## src/rtl/bitrmw_pkg.sv

```systemverilog
package bitrmw_pkg;
  localparam int OP_W = 3;

  localparam logic [OP_W-1:0] OP_SET   = 3'd0;
  localparam logic [OP_W-1:0] OP_CLR   = 3'd1;
  localparam logic [OP_W-1:0] OP_FLIP  = 3'd2;
  localparam logic [OP_W-1:0] OP_PROBE = 3'd3;
  localparam logic [OP_W-1:0] OP_GRAB  = 3'd4;

  typedef enum logic [1:0] {
    S_IDLE   = 2'd0,
    S_READ   = 2'd1,
    S_UPDATE = 2'd2,
    S_DONE   = 2'd3
  } seq_state_e;
endpackage

```

## src/rtl/bitrmw_seq.sv

```systemverilog
module bitrmw_seq #(
  parameter int ADDR_W = 32,
  parameter int OP_W   = 3,
  parameter int IDX_W  = 3
) (
  input  logic              clk,
  input  logic              rst_n,
  input  logic              cmd_valid,
  input  logic [OP_W-1:0]   cmd_op,
  input  logic [ADDR_W-1:0] cmd_addr,
  input  logic [IDX_W-1:0]  cmd_bit,
  output logic              cmd_ready,
  output logic [OP_W-1:0]   op_q,
  output logic [ADDR_W-1:0] addr_q,
  output logic [IDX_W-1:0]  bit_q,
  output logic              rd_phase,
  output logic              upd_phase,
  output logic              done_phase
);
  import bitrmw_pkg::*;

  seq_state_e state_q, state_d;
  logic       accept;

  assign cmd_ready  = (state_q == S_IDLE);
  assign accept     = cmd_valid && cmd_ready;
  assign rd_phase   = (state_q == S_READ);
  assign upd_phase  = (state_q == S_UPDATE);
  assign done_phase = (state_q == S_DONE);

  always_comb begin
    state_d = state_q;
    unique case (state_q)
      S_IDLE:   if (accept) state_d = S_READ;
      S_READ:   state_d = S_UPDATE;
      S_UPDATE: state_d = S_DONE;
      S_DONE:   state_d = S_IDLE;
      default:  state_d = S_IDLE;
    endcase
  end

  always_ff @(posedge clk) begin
    if (!rst_n) begin
      state_q <= S_IDLE;
      op_q    <= '0;
      addr_q  <= '0;
      bit_q   <= '0;
    end else begin
      state_q <= state_d;
      if (accept) begin
        op_q   <= cmd_op;
        addr_q <= cmd_addr;
        bit_q  <= cmd_bit;
      end
    end
  end

  // a read only ever follows an accepted command
  p_read_after_accept_r6: assert property (@(posedge clk) disable iff (!rst_n)
    rd_phase |-> $past(cmd_valid && cmd_ready));

  // the update cycle directly follows the read cycle
  p_update_after_read_r6: assert property (@(posedge clk) disable iff (!rst_n)
    upd_phase |-> $past(rd_phase));

  // the result strobe lasts one cycle
  p_done_pulse_r6: assert property (@(posedge clk) disable iff (!rst_n)
    done_phase |=> !done_phase);

  // the latched command does not move while busy
  p_cmd_hold_r7: assert property (@(posedge clk) disable iff (!rst_n)
    (upd_phase || done_phase) |-> ($stable(addr_q) && $stable(op_q) && $stable(bit_q)));
endmodule

```

## src/rtl/bitrmw_mask.sv

```systemverilog
module bitrmw_mask #(
  parameter int DATA_W = 8,
  parameter int IDX_W  = $clog2(DATA_W)
) (
  input  logic [IDX_W-1:0]  idx,
  output logic [DATA_W-1:0] mask
);
  for (genvar g = 0; g < DATA_W; g++) begin : g_dec
    assign mask[g] = (idx == IDX_W'(g));
  end
endmodule

```

## src/rtl/bitrmw_alu.sv

```systemverilog
module bitrmw_alu #(
  parameter int DATA_W = 8,
  parameter int OP_W   = 3
) (
  input  logic [OP_W-1:0]   op,
  input  logic [DATA_W-1:0] old_byte,
  input  logic [DATA_W-1:0] mask,
  output logic [DATA_W-1:0] new_byte,
  output logic [DATA_W-1:0] res_byte,
  output logic              wr_needed
);
  import bitrmw_pkg::*;

  localparam logic [DATA_W-1:0] GRAB_VAL = DATA_W'(1);

  always_comb begin
    new_byte  = old_byte;
    res_byte  = '0;
    wr_needed = 1'b0;
    unique case (op)
      OP_SET: begin
        new_byte  = old_byte | mask;
        res_byte  = old_byte | mask;
        wr_needed = 1'b1;
      end
      OP_CLR: begin
        new_byte  = old_byte & ~mask;
        res_byte  = old_byte & ~mask;
        wr_needed = 1'b1;
      end
      OP_FLIP: begin
        new_byte  = old_byte ^ mask;
        res_byte  = old_byte ^ mask;
        wr_needed = 1'b1;
      end
      OP_PROBE: begin
        res_byte = old_byte & mask;
      end
      OP_GRAB: begin
        new_byte  = GRAB_VAL;
        res_byte  = old_byte;
        wr_needed = 1'b1;
      end
      default: begin
        res_byte = '0;
      end
    endcase
  end
endmodule

```

## src/rtl/bitrmw_unit.sv

```systemverilog
module bitrmw_unit #(
  parameter int ADDR_W = 32,
  parameter int DATA_W = 8,
  parameter int RES_W  = 32,
  localparam int IDX_W = $clog2(DATA_W),
  localparam int OP_W  = 3
) (
  input  logic              clk,
  input  logic              rst_n,
  input  logic              cmd_valid,
  output logic              cmd_ready,
  input  logic [OP_W-1:0]   cmd_op,
  input  logic [ADDR_W-1:0] cmd_addr,
  input  logic [IDX_W-1:0]  cmd_bit,
  output logic              res_valid,
  output logic [RES_W-1:0]  res_data,
  output logic [ADDR_W-1:0] mem_addr,
  output logic              mem_rd_en,
  input  logic [DATA_W-1:0] mem_rdata,
  output logic              mem_wr_en,
  output logic [DATA_W-1:0] mem_wdata,
  output logic              mem_lock
);
  import bitrmw_pkg::*;

  localparam int PAD_W = RES_W - DATA_W;

  logic [OP_W-1:0]   op_q;
  logic [ADDR_W-1:0] addr_q;
  logic [IDX_W-1:0]  bit_q;
  logic              rd_phase, upd_phase, done_phase;
  logic [DATA_W-1:0] mask, new_byte, res_byte;
  logic              wr_needed;
  logic [RES_W-1:0]  res_q;

  bitrmw_seq #(.ADDR_W(ADDR_W), .OP_W(OP_W), .IDX_W(IDX_W)) u_seq (
    .clk        (clk),
    .rst_n      (rst_n),
    .cmd_valid  (cmd_valid),
    .cmd_op     (cmd_op),
    .cmd_addr   (cmd_addr),
    .cmd_bit    (cmd_bit),
    .cmd_ready  (cmd_ready),
    .op_q       (op_q),
    .addr_q     (addr_q),
    .bit_q      (bit_q),
    .rd_phase   (rd_phase),
    .upd_phase  (upd_phase),
    .done_phase (done_phase)
  );

  bitrmw_mask #(.DATA_W(DATA_W), .IDX_W(IDX_W)) u_mask (
    .idx  (bit_q),
    .mask (mask)
  );

  bitrmw_alu #(.DATA_W(DATA_W), .OP_W(OP_W)) u_alu (
    .op        (op_q),
    .old_byte  (mem_rdata),
    .mask      (mask),
    .new_byte  (new_byte),
    .res_byte  (res_byte),
    .wr_needed (wr_needed)
  );

  assign mem_addr  = addr_q;
  assign mem_rd_en = rd_phase;
  assign mem_wr_en = upd_phase && wr_needed;
  assign mem_wdata = new_byte;
  assign mem_lock  = (rd_phase || upd_phase) && (op_q == OP_GRAB);
  assign res_valid = done_phase;
  assign res_data  = res_q;

  always_ff @(posedge clk) begin
    if (!rst_n) begin
      res_q <= '0;
    end else if (upd_phase) begin
      res_q <= {{PAD_W{1'b0}}, res_byte};
    end
  end

  // a write goes to the address just read, right after the read
  p_write_same_addr_r6: assert property (@(posedge clk) disable iff (!rst_n)
    mem_wr_en |-> ($past(mem_rd_en) && mem_addr == $past(mem_addr)));

  // the result does not change between strobes
  p_result_hold_r6: assert property (@(posedge clk) disable iff (!rst_n)
    res_valid |=> $stable(res_data));

  // a test operation never writes
  p_probe_no_write_r4: assert property (@(posedge clk) disable iff (!rst_n)
    (upd_phase && op_q == OP_PROBE) |-> !mem_wr_en);

  // the locked write stores the constant one
  p_grab_value_r5: assert property (@(posedge clk) disable iff (!rst_n)
    (mem_wr_en && mem_lock) |-> (mem_wdata == DATA_W'(1)));

  // a locked read is followed by a locked write
  p_lock_pair_r8: assert property (@(posedge clk) disable iff (!rst_n)
    (mem_lock && mem_rd_en) |=> (mem_lock && mem_wr_en));

  // the lock is only up while the port is in use
  p_lock_span_r8: assert property (@(posedge clk) disable iff (!rst_n)
    mem_lock |-> (mem_rd_en || mem_wr_en));

  // reserved operation codes write nothing
  p_reserved_no_write_r9: assert property (@(posedge clk) disable iff (!rst_n)
    (upd_phase && op_q > OP_GRAB) |-> !mem_wr_en);
endmodule

```

## config.mk

```make
export PLATFORM = sky130hd
export DESIGN_NAME = bitrmw_unit
export DESIGN_NICKNAME = d
export VERILOG_FILES = /design/src/rtl/bitrmw_pkg.sv /design/src/rtl/bitrmw_seq.sv /design/src/rtl/bitrmw_mask.sv /design/src/rtl/bitrmw_alu.sv /design/src/rtl/bitrmw_unit.sv
export SDC_FILE = /design/constraint.sdc
export NUM_CORES = 1
export LEC_CHECK = 0
export ABC_AREA = 1
export BUFFER_PORTS_ARGS = -buffer_cell sky130_fd_sc_hd__buf_4
export CAP_MARGIN = 20
export CORE_ASPECT_RATIO = 1.5
export CORE_UTILIZATION = 48
export CTS_CLUSTER_DIAMETER = 30
export DETAILED_ROUTE_END_ITERATION = 8
export GPL_TIMING_DRIVEN = 1
export PLACE_DENSITY = 0.91
export SYNTH_ARGS = -nofsm -noshare
export SYNTH_HDL_FRONTEND = slang
export SYNTH_SLANG_ARGS = --single-unit
```

## constraint.sdc

```tcl
create_clock -name clk -period 2 [get_ports clk]
set_input_delay 0.4 -clock clk [delete_from_list [all_inputs] [get_ports clk]]
set_output_delay 0.4 -clock clk [all_outputs]
set_load 0.02 [all_outputs]
```

=== Word level (Yosys, flattened, before mapping) ===
Index checks and enable logic that the tools add are counted.

* Output and inout port bits: 77
* Input port bits: 49
* Flip-flop bits (word level): 48
* Word-level logic and storage cells: 38

* Equal/unequal tests: 15
* Mux-type cells: 5
* Bitwise logic cells: 5
* Reduce and logical (&&, ||, !) cells: 8

{| class="wikitable"
|+ Operators by type and width
! kind !! count
|-
| one-hot mux 8 bit (5 select lines) || 1
|-
| one-hot mux 8 bit (4 select lines) || 1
|-
| bitwise AND 8 bit || 2
|-
| equality test 3 bit (second input constant) || 5
|-
| equality test 3 x 2 -> 1 bit (second input constant) || 4
|-
| inverter 8 bit || 1
|-
| OR 8 bit || 1
|-
| one-hot mux 2 bit (4 select lines) || 1
|-
| XOR 8 bit || 1
|-
| equality test 3 x 1 -> 1 bit (second input constant) || 2
|-
| zero test 3 bit || 2
|-
| equality test 2 bit (second input constant) || 2
|-
| OR reduction 4 bit || 1
|-
| logical AND 1 bit || 3
|-
| equality test 2 x 1 -> 1 bit (second input constant) || 1
|-
| zero test 2 bit || 1
|-
| two-way mux 2 bit || 1
|-
| inequality test 2 bit (second input constant) || 1
|-
| logical OR 1 bit || 1
|-
| two-way mux 1 bit || 1
|}

=== Depth between registers and ports, before layout ===
Gate-level depths: netlist of the first run.

* Depth after elaboration: 4
* Mapped depth: 11

=== Hierarchy ===
A second synthesis of the first run with hierarchy kept.

* Cells, all modules: 452
* Area, all modules: 3123.0 um2

{| class="wikitable"
|+ By module, submodules not included
! module !! seq. area each (um2) !! times used !! cells each !! area each (um2)
|-
| bitrmw_seq || 800.8 || 1 || 194 || 1561.5
|-
| bitrmw_alu || 0.0 || 1 || 161 || 953.4
|-
| bitrmw_unit || 160.2 || 1 || 82 || 551.8
|-
| bitrmw_mask || 0.0 || 1 || 15 || 56.3
|}

=== Least setup slack after synthesis of the first run ===
OpenSTA, ideal clock, no wires.

* Path kind: reg-to-output
* From: register u_seq.bit_q[0]
* To: output mem_wdata[7]
* Cell stages (with the launch flop): 9
* Required time: 1600 ps
* Arrival time: 1488 ps
* Setup slack: 112 ps
* Path through: dfxtp_1 > inv_1 > nor3_1 > inv_1 > ha_1 > nand3_1 > nand2_1 > nor2_1 > o21ai_0

* Longest elaborated chain between the ends: 4

{| class="wikitable"
|+ RTL lines
! what !! RTL line !! text
|-
| start, declared || bitrmw_seq.sv:15 || <nowiki>output logic [IDX_W-1:0] bit_q,</nowiki>
|-
| start signal, assigned || bitrmw_seq.sv:53 || <nowiki>bit_q <= cmd_bit;</nowiki>
|-
| equality test 3 bit (*) || bitrmw_mask.sv:9 || <nowiki>assign mask[g] = (idx == IDX_W'(g));</nowiki>
|-
| inverter 8 bit || bitrmw_alu.sv:27 || <nowiki>new_byte = old_byte & ~mask;</nowiki>
|-
| bitwise AND 8 bit || bitrmw_alu.sv:27 ||
|-
| one-hot mux 8 bit (4 select lines) (*) || bitrmw_alu.sv:20 || <nowiki>unique case (op)</nowiki>
|-
| end, declared || bitrmw_unit.sv:21 || <nowiki>output logic [DATA_W-1:0] mem_wdata,</nowiki>
|}

Every way passes the cells marked *; elsewhere a longest branch is shown, timed or not.

=== Worst setup path in the final report of the first run ===
* From: register u_seq.bit_q[1]
* To: output mem_wdata[1]

* Longest elaborated chain between the ends: 4

{| class="wikitable"
|+ RTL lines
! what !! RTL line
|-
| equality test 3 x 1 -> 1 bit (*) || bitrmw_mask.sv:9
|-
| inverter 8 bit || bitrmw_alu.sv:27
|-
| bitwise AND 8 bit || bitrmw_alu.sv:27
|-
| one-hot mux 8 bit (4 select lines) (*) || bitrmw_alu.sv:20
|}

Marks and branches as above.

==> impl_metrics.env, run 1 <==
export IMPL_relSlewSlack_pct=33.9
export IMPL_dr_pass1_iters=5
export IMPL_totalPowerFinal_mw=5.85
export IMPL_finalNetCount=608
export IMPL_cp_slowest_stage_delay_ns=0.38
export IMPL_worst_ir_drop_vdd_uv=873
export IMPL_power_switching_mw=2.71
export IMPL_finalClockSkew_ns=0.0150
export IMPL_cp_arrival_ns=1.86
export IMPL_synth_area_leaders="dfxtp_1 33%, ha_1 12%, nor2_1 11%"
export IMPL_syn_area_per_cell_um2=7.19
export IMPL_leakagePower_nw=2.08
export IMPL_grt_start_max_net_pins=44
export IMPL_worstReg2RegStart="u_seq.bit_q[1]"
export IMPL_final_util_pct=75.6
export IMPL_dpl_hpwl_mm=5.68
export IMPL_cts_buffers=5
export IMPL_period_minus_slack_ns=2.26
export IMPL_grt_pass1_wl_mm=14.2
export IMPL_layout_commonest_cell="buf_4"
export IMPL_fmax_mhz=442
export IMPL_ys_ff_latch=48
export IMPL_ctsHoldBuffers=0
export IMPL_gp_congestion=0.812
export IMPL_wire_per_inst_um=16.3
export IMPL_antenna_found_initial=0
export IMPL_boundaryPins=126
export IMPL_drc=0
export IMPL_maxCapViolations=0
export IMPL_slew_viol_final=0
export IMPL_ys_warn_count=0
export IMPL_crit_required_ns=1.60
export IMPL_status="finished with violations"
export IMPL_die_h_um=96.9
export IMPL_intPower_mw=3.14
export IMPL_cp_start_kind="flip-flop"
export IMPL_core_um2=5790
export IMPL_grt_pass1_vias=3180
export IMPL_final_antenna_net_count=0
export IMPL_setup_violations=8
export IMPL_rsz0062_at_grt="true"
export IMPL_cts_tree="done"
export IMPL_die_area_um2=6330
export IMPL_ys_types=25
export IMPL_p_comb_share_pct=61.7
export IMPL_fin_tns_setup_ns=-1.84
export IMPL_clock_power_share_pct=12.8
export IMPL_drt_iter0_drc=232
export IMPL_track_usage_pct=29.1
export IMPL_critPathBufInv=5
export IMPL_clock_sinks=48
export IMPL_min_from="cmd_addr[21]"
export IMPL_clock_latency_ns=0.30
export IMPL_fill_cells=402
export IMPL_yosysTopAreaCell="dfxtp_1"
export IMPL_vias=3198
export IMPL_ys_seq_area_share_pct=33.3
export IMPL_whs_ns=0.346
export IMPL_reg2reg_slack_ns=0.08
export IMPL_cpMaxStageDelayCell="dfxtp_4"
export IMPL_worst_pin_slew_ns=0.990
export IMPL_path_cells="buf_6, nor3_4, inv_2, buf_6, ha_1, inv_1, nor2_1, nor2_2, o21ai_1, buf_4"
export IMPL_violations="setup timing"
export IMPL_overflow=0
export IMPL_syn_inst=401
export IMPL_syn_to_final_growth_pct=51.8
export IMPL_portBuffers=101
export IMPL_viasPerCell=5.29
export IMPL_drive_gt1_share_pct=43.6
export IMPL_crit_family="buffers and inverters"
export IMPL_min_path_type="input pin to flip-flop"
export IMPL_layout_common_cells="131 x buf_4, 73 x nor2_1, 47 x o21ai_0"
export IMPL_swShare_pct=46.3
export IMPL_synth_area_um2=2880
export IMPL_crit_start="u_seq.bit_q[1]"
export IMPL_clock_path_buffers=2
export IMPL_hold_violations=0
export IMPL_fin_crit_sh_pct=113
export IMPL_pre_cts_ws_ns=-0.0723
export IMPL_chipWidth_um=65.3
export IMPL_crit_fanout=3
export IMPL_start_util_pct=49.8
export IMPL_diodes=0
export IMPL_crit_path_end_kind="output port"
export IMPL_clk_pin_slew_ns=0.09
export IMPL_finalWirelength_mm=9.87
export IMPL_root_buffer="clkbuf_8"
export IMPL_synth_top_cell_area_share_pct=33.3
export IMPL_p_per_area_nw_per_um2=1340
export IMPL_htreeDepth=2
export IMPL_p_seq_share_pct=25.5
export IMPL_worst_slack_ns=-0.261
export IMPL_row_count=34
export IMPL_cpMostUsedCell="buf_6"
export IMPL_crit_type="flip-flop to output port"
-- worst paths after layout --
| path | cells past startpoint | end |
|---|---|---|
| max | 10 | mem_wdata[1] |
| min | 3 | u_seq.addr_q[21] |
| max reg2reg | 12 | res_data[7] |
| min reg2reg | 2 | res_data[4] |
-- final cells by class --
| class | instances | area [µm²] | share of cell area, % |
|---|---|---|---|
| multi-input cells | 279 | 1870 | 42.8 |
| repair buffers | 141 | 1100 | 25.0 |
| flip-flops and latches | 48 | 975 | 22.3 |
| inverters | 56 | 223 | 5.09 |
| clock inverters | 2 | 38.8 | 0.886 |
| well taps | 72 | 90.1 | 2.06 |
| clock buffers | 6 | 82.6 | 1.89 |
-- repair_timing --
item,4_1_cts,5_1_grt
endpoints found under the hold margin,0,0
pin swaps,13,30
buffers inserted,20,8
gates cloned,0,0
endpoints found under the setup margin,8,11
gates resized for setup,40,72
-- synth_stat cells, drive strengths merged --
cell	instances
ha	28
buf	34
clkinv	2
o21ai	55
nand4	2
nor3	8
nand3b	1
dfxtp	48
and3	1
conb	1
a21oi	15
nand2	32
nand3	27
nor2	85
clkbuf	7
inv	54
a221oi	1
-- metrics by stage --
stage               std cells  instance area (µm²)
floorplan                 424                 2970
CTS                       597                 4030
global placement          569                 3630
detailed placement        569                 3630
finish                    604                 4380
global route              604                 4380
-- power groups by stage --
| stage | Combinational (mW) | Sequential, mW | Clock [mW] |
|---|---|---|---|
| 6_report | 3.61 | 1.49 | 0.750 |
| 5_1_grt | 3.86 | 1.53 | 0.788 |
| 4_1_cts | 3.12 | 1.46 | 0.755 |
| 3_5_place_dp | 2.79 | 1.46 | 0 |
| 3_3_place_gp | 2.70 | 1.45 | 0 |
| 2_1_floorplan | 1.52 | 1.72 | 0 |
-- flip-flops by register name, indices dropped and copies added, names as in the netlist --
name / count
u_seq.addr_q: 32
res_data: 8
u_seq.bit_q: 3
u_seq.op_q: 3
u_seq.state_q: 2
-- worst reg2reg max path, cell delays in order, from the launching register on --
cell and delay (ns):
dfxtp_4 0.40, inv_4 0.08, nor3_4 0.19, inv_2 0.08, ha_4 0.29, nand3_4 0.08
nand2_2 0.11, nor2_2 0.04, buf_4 0.13, buf_4 0.12, nand2_1 0.07, nand2_1 0.07
a21oi_1 0.18
-- routing by layer --
layer / GRT usage, % / wire, µm / vias up
met5: 0 / 0 / -
met1: 27.3 / 3330 / 1477
li1: - / - / 1472
met4: 18.4 / 632 / 0
met3: 9.32 / 809 / 58
met2: 51.9 / 5090 / 191
-- kinds of logic after synthesis --
kind of cell / count (synthesis) / share of synthesized area, %
AO/OA/AOI/OAI: 71 / 12.6
buffers and inverters: 97 / 17.2
adder cells (fa/ha/maj): 28 / 12.1
other: 1 / 0.130
flip-flops: 48 / 33.3
AND/OR/NAND/NOR: 156 / 24.6
Power figures use the tool's default switching activity.
==> inputs of run 2 (changes only) <==
Settings changed: MAX_ROUTING_LAYER set to met4.
==> run 2 against run 1 <==
Net effect: count of clock-buffer cells in the layout did not move; largest cell class unchanged; combinational power barely moved; critical path depth is the same; the flow still finishes with violations (setup timing); register-to-register slack barely moved; setup slack got worse by 0.0058 ns.
==> impl_metrics.env, run 2 (synthesis gave the netlist of run 1 again) <==
export IMPL_regMostFlops="u_seq.addr_q"
export IMPL_grt_start_max_net_pins=44
export IMPL_drt_iter0_drc=198
export IMPL_fmax_mhz=441
export IMPL_clock_sinks=48
export IMPL_slew_viol_final=0
export IMPL_critPathBufInv=5
export IMPL_cp_start_kind="flip-flop"
export IMPL_finalWirelength_mm=9.89
export IMPL_p_per_area_nw_per_um2=1340
export IMPL_placed_area_um2=3630
export IMPL_relSlewSlack_pct=34.2
export IMPL_placed_cells=569
export IMPL_viasPerCell=5.34
export IMPL_clock_path_buffers=2
export IMPL_final_util_pct=75.6
export IMPL_path_cells="buf_6, nor3_4, inv_2, buf_6, ha_1, inv_1, nor2_1, nor2_2, o21ai_1, buf_4"
export IMPL_min_path_type="input pin to flip-flop"
export IMPL_setup_violations=8
export IMPL_worst_pin_slew_ns=0.986
export IMPL_clk_pin_slew_ns=0.09
export IMPL_crit_path_end_kind="output port"
export IMPL_cpMostUsedCell="buf_6"
export IMPL_maxCapViolations=0
export IMPL_use_met1_pct=29.6
export IMPL_fin_crit_sh_pct=113
export IMPL_start_util_pct=49.8
export IMPL_layout_common_cells="131 x buf_4, 73 x nor2_1, 47 x o21ai_0"
export IMPL_die_area_um2=6330
export IMPL_crit_type="flip-flop to output port"
export IMPL_rsz0062_at_grt="true"
export IMPL_drc=0
export IMPL_crit_fanout=3
export IMPL_cp_arrival_ns=1.87
export IMPL_grtUsageMet3_pct=6.37
export IMPL_violations="setup timing"
export IMPL_instances_no_fill=604
export IMPL_cts_tree="done"
export IMPL_met2_usage_pct=51.9
export IMPL_period_minus_slack_ns=2.27
export IMPL_cp_slowest_stage_delay_ns=0.38
export IMPL_portBuffers=101
export IMPL_wire_per_inst_um=16.4
export IMPL_row_count=34
export IMPL_busiest_layer="met2"
export IMPL_largest_reg_flops=32
export IMPL_finalNetCount=608
export IMPL_gp_congestion=0.824
export IMPL_dr_pass1_iters=5
export IMPL_core_um2=5790
export IMPL_htreeDepth=2
export IMPL_syn_to_final_growth_pct=51.8
export IMPL_dpl_hpwl_mm=5.68
export IMPL_boundaryPins=126
export IMPL_track_usage_pct=30.0
export IMPL_ctsHoldBuffers=0
export IMPL_vias=3226
export IMPL_clock_latency_ns=0.30
export IMPL_drive_gt1_share_pct=43.6
export IMPL_cpMaxStageDelayCell="dfxtp_4"
export IMPL_worst_ir_drop_vdd_uv=867
export IMPL_worst_slack_ns=-0.267
export IMPL_layout_commonest_cell="buf_4"
export IMPL_chipWidth_um=65.3
export IMPL_antenna_found_initial=0
export IMPL_root_buffer="clkbuf_8"
export IMPL_leakagePower_nw=2.08
export IMPL_grt_pass1_vias=3171
export IMPL_grt_pass1_wl_mm=14.2
export IMPL_crit_family="buffers and inverters"
export IMPL_diodes=0
export IMPL_hold_violations=0
export IMPL_die_h_um=96.9
export IMPL_cts_buffers=5
export IMPL_reg2reg_slack_ns=0.09
export IMPL_final_antenna_net_count=0
export IMPL_final_cell_area_um2=4380
export IMPL_finalClockSkew_ns=0.0125
export IMPL_overflow=0
export IMPL_crit_required_ns=1.60
export IMPL_status="finished with violations"
==> run 2: cell counts in the layout (fill, tap and decap cells not counted) <==
No cell type changed its count.
==> run 2: metal layers <==
metal  share of wire (%)  wire length (µm)  up-vias
met2                  52              5170      199
met1                  34              3340     1491
met4                 7.1               707        0
li1                    -                 -     1474
met5                   0                 0        -
met3                 6.8               673       62
==> run 2: worst reg2reg max path: stages (launching register included) <==
cell and delay (ns):
dfxtp_4 0.39, inv_4 0.08, nor3_4 0.19, inv_2 0.08, ha_4 0.29, nand3_4 0.08
nand2_2 0.11, nor2_2 0.05, buf_4 0.13, buf_4 0.12, nand2_1 0.07, nand2_1 0.07
a21oi_1 0.18
==> run 2: metrics by stage <==
step	total power [mW]	setup slack [ns]	hold slack (ns)	setup TNS, ns
floorplan	3.24	0.112	0.490	0
global placement	4.14	-0.00384	0.457	-0.00384
detailed placement	4.25	-0.0723	0.457	-0.233
CTS	5.33	-0.240	0.343	-1.63
global route	6.18	-0.436	0.351	-2.60
finish	5.85	-0.267	0.344	-1.82
==> run 2: area by class of cell <==
cell class | instances | area, µm²
clock inverters | 2 | 38.8
fillers | 402 | 1410
well taps | 72 | 90.1
repair buffers | 141 | 1100
multi-input cells | 279 | 1870
inverters | 56 | 223
clock buffers | 6 | 82.6
flip-flops and latches | 48 | 975
==> run 2: where the power goes <==
group	total, mW	switching [mW]	internal (mW)
clock network	0.744	0.334	0.409
registers	1.49	0.231	1.26
logic	3.61	2.14	1.47
total	5.85	2.71	3.14
==> run 2: worst paths after layout <==
path             startpoint               end  depth (start not counted)
min reg2reg     res_data[4]       res_data[4]                          2
max          u_seq.bit_q[1]      mem_wdata[1]                         10
max reg2reg  u_seq.bit_q[1]       res_data[7]                         12
min            cmd_addr[21]  u_seq.addr_q[21]                          3
==> run 2: what timing repair did <==
action	in CTS	in global routing
buffers inserted	20	8
gates resized for setup	40	72
gates cloned	0	0
pin swaps	13	30
endpoints found under the setup margin	8	11
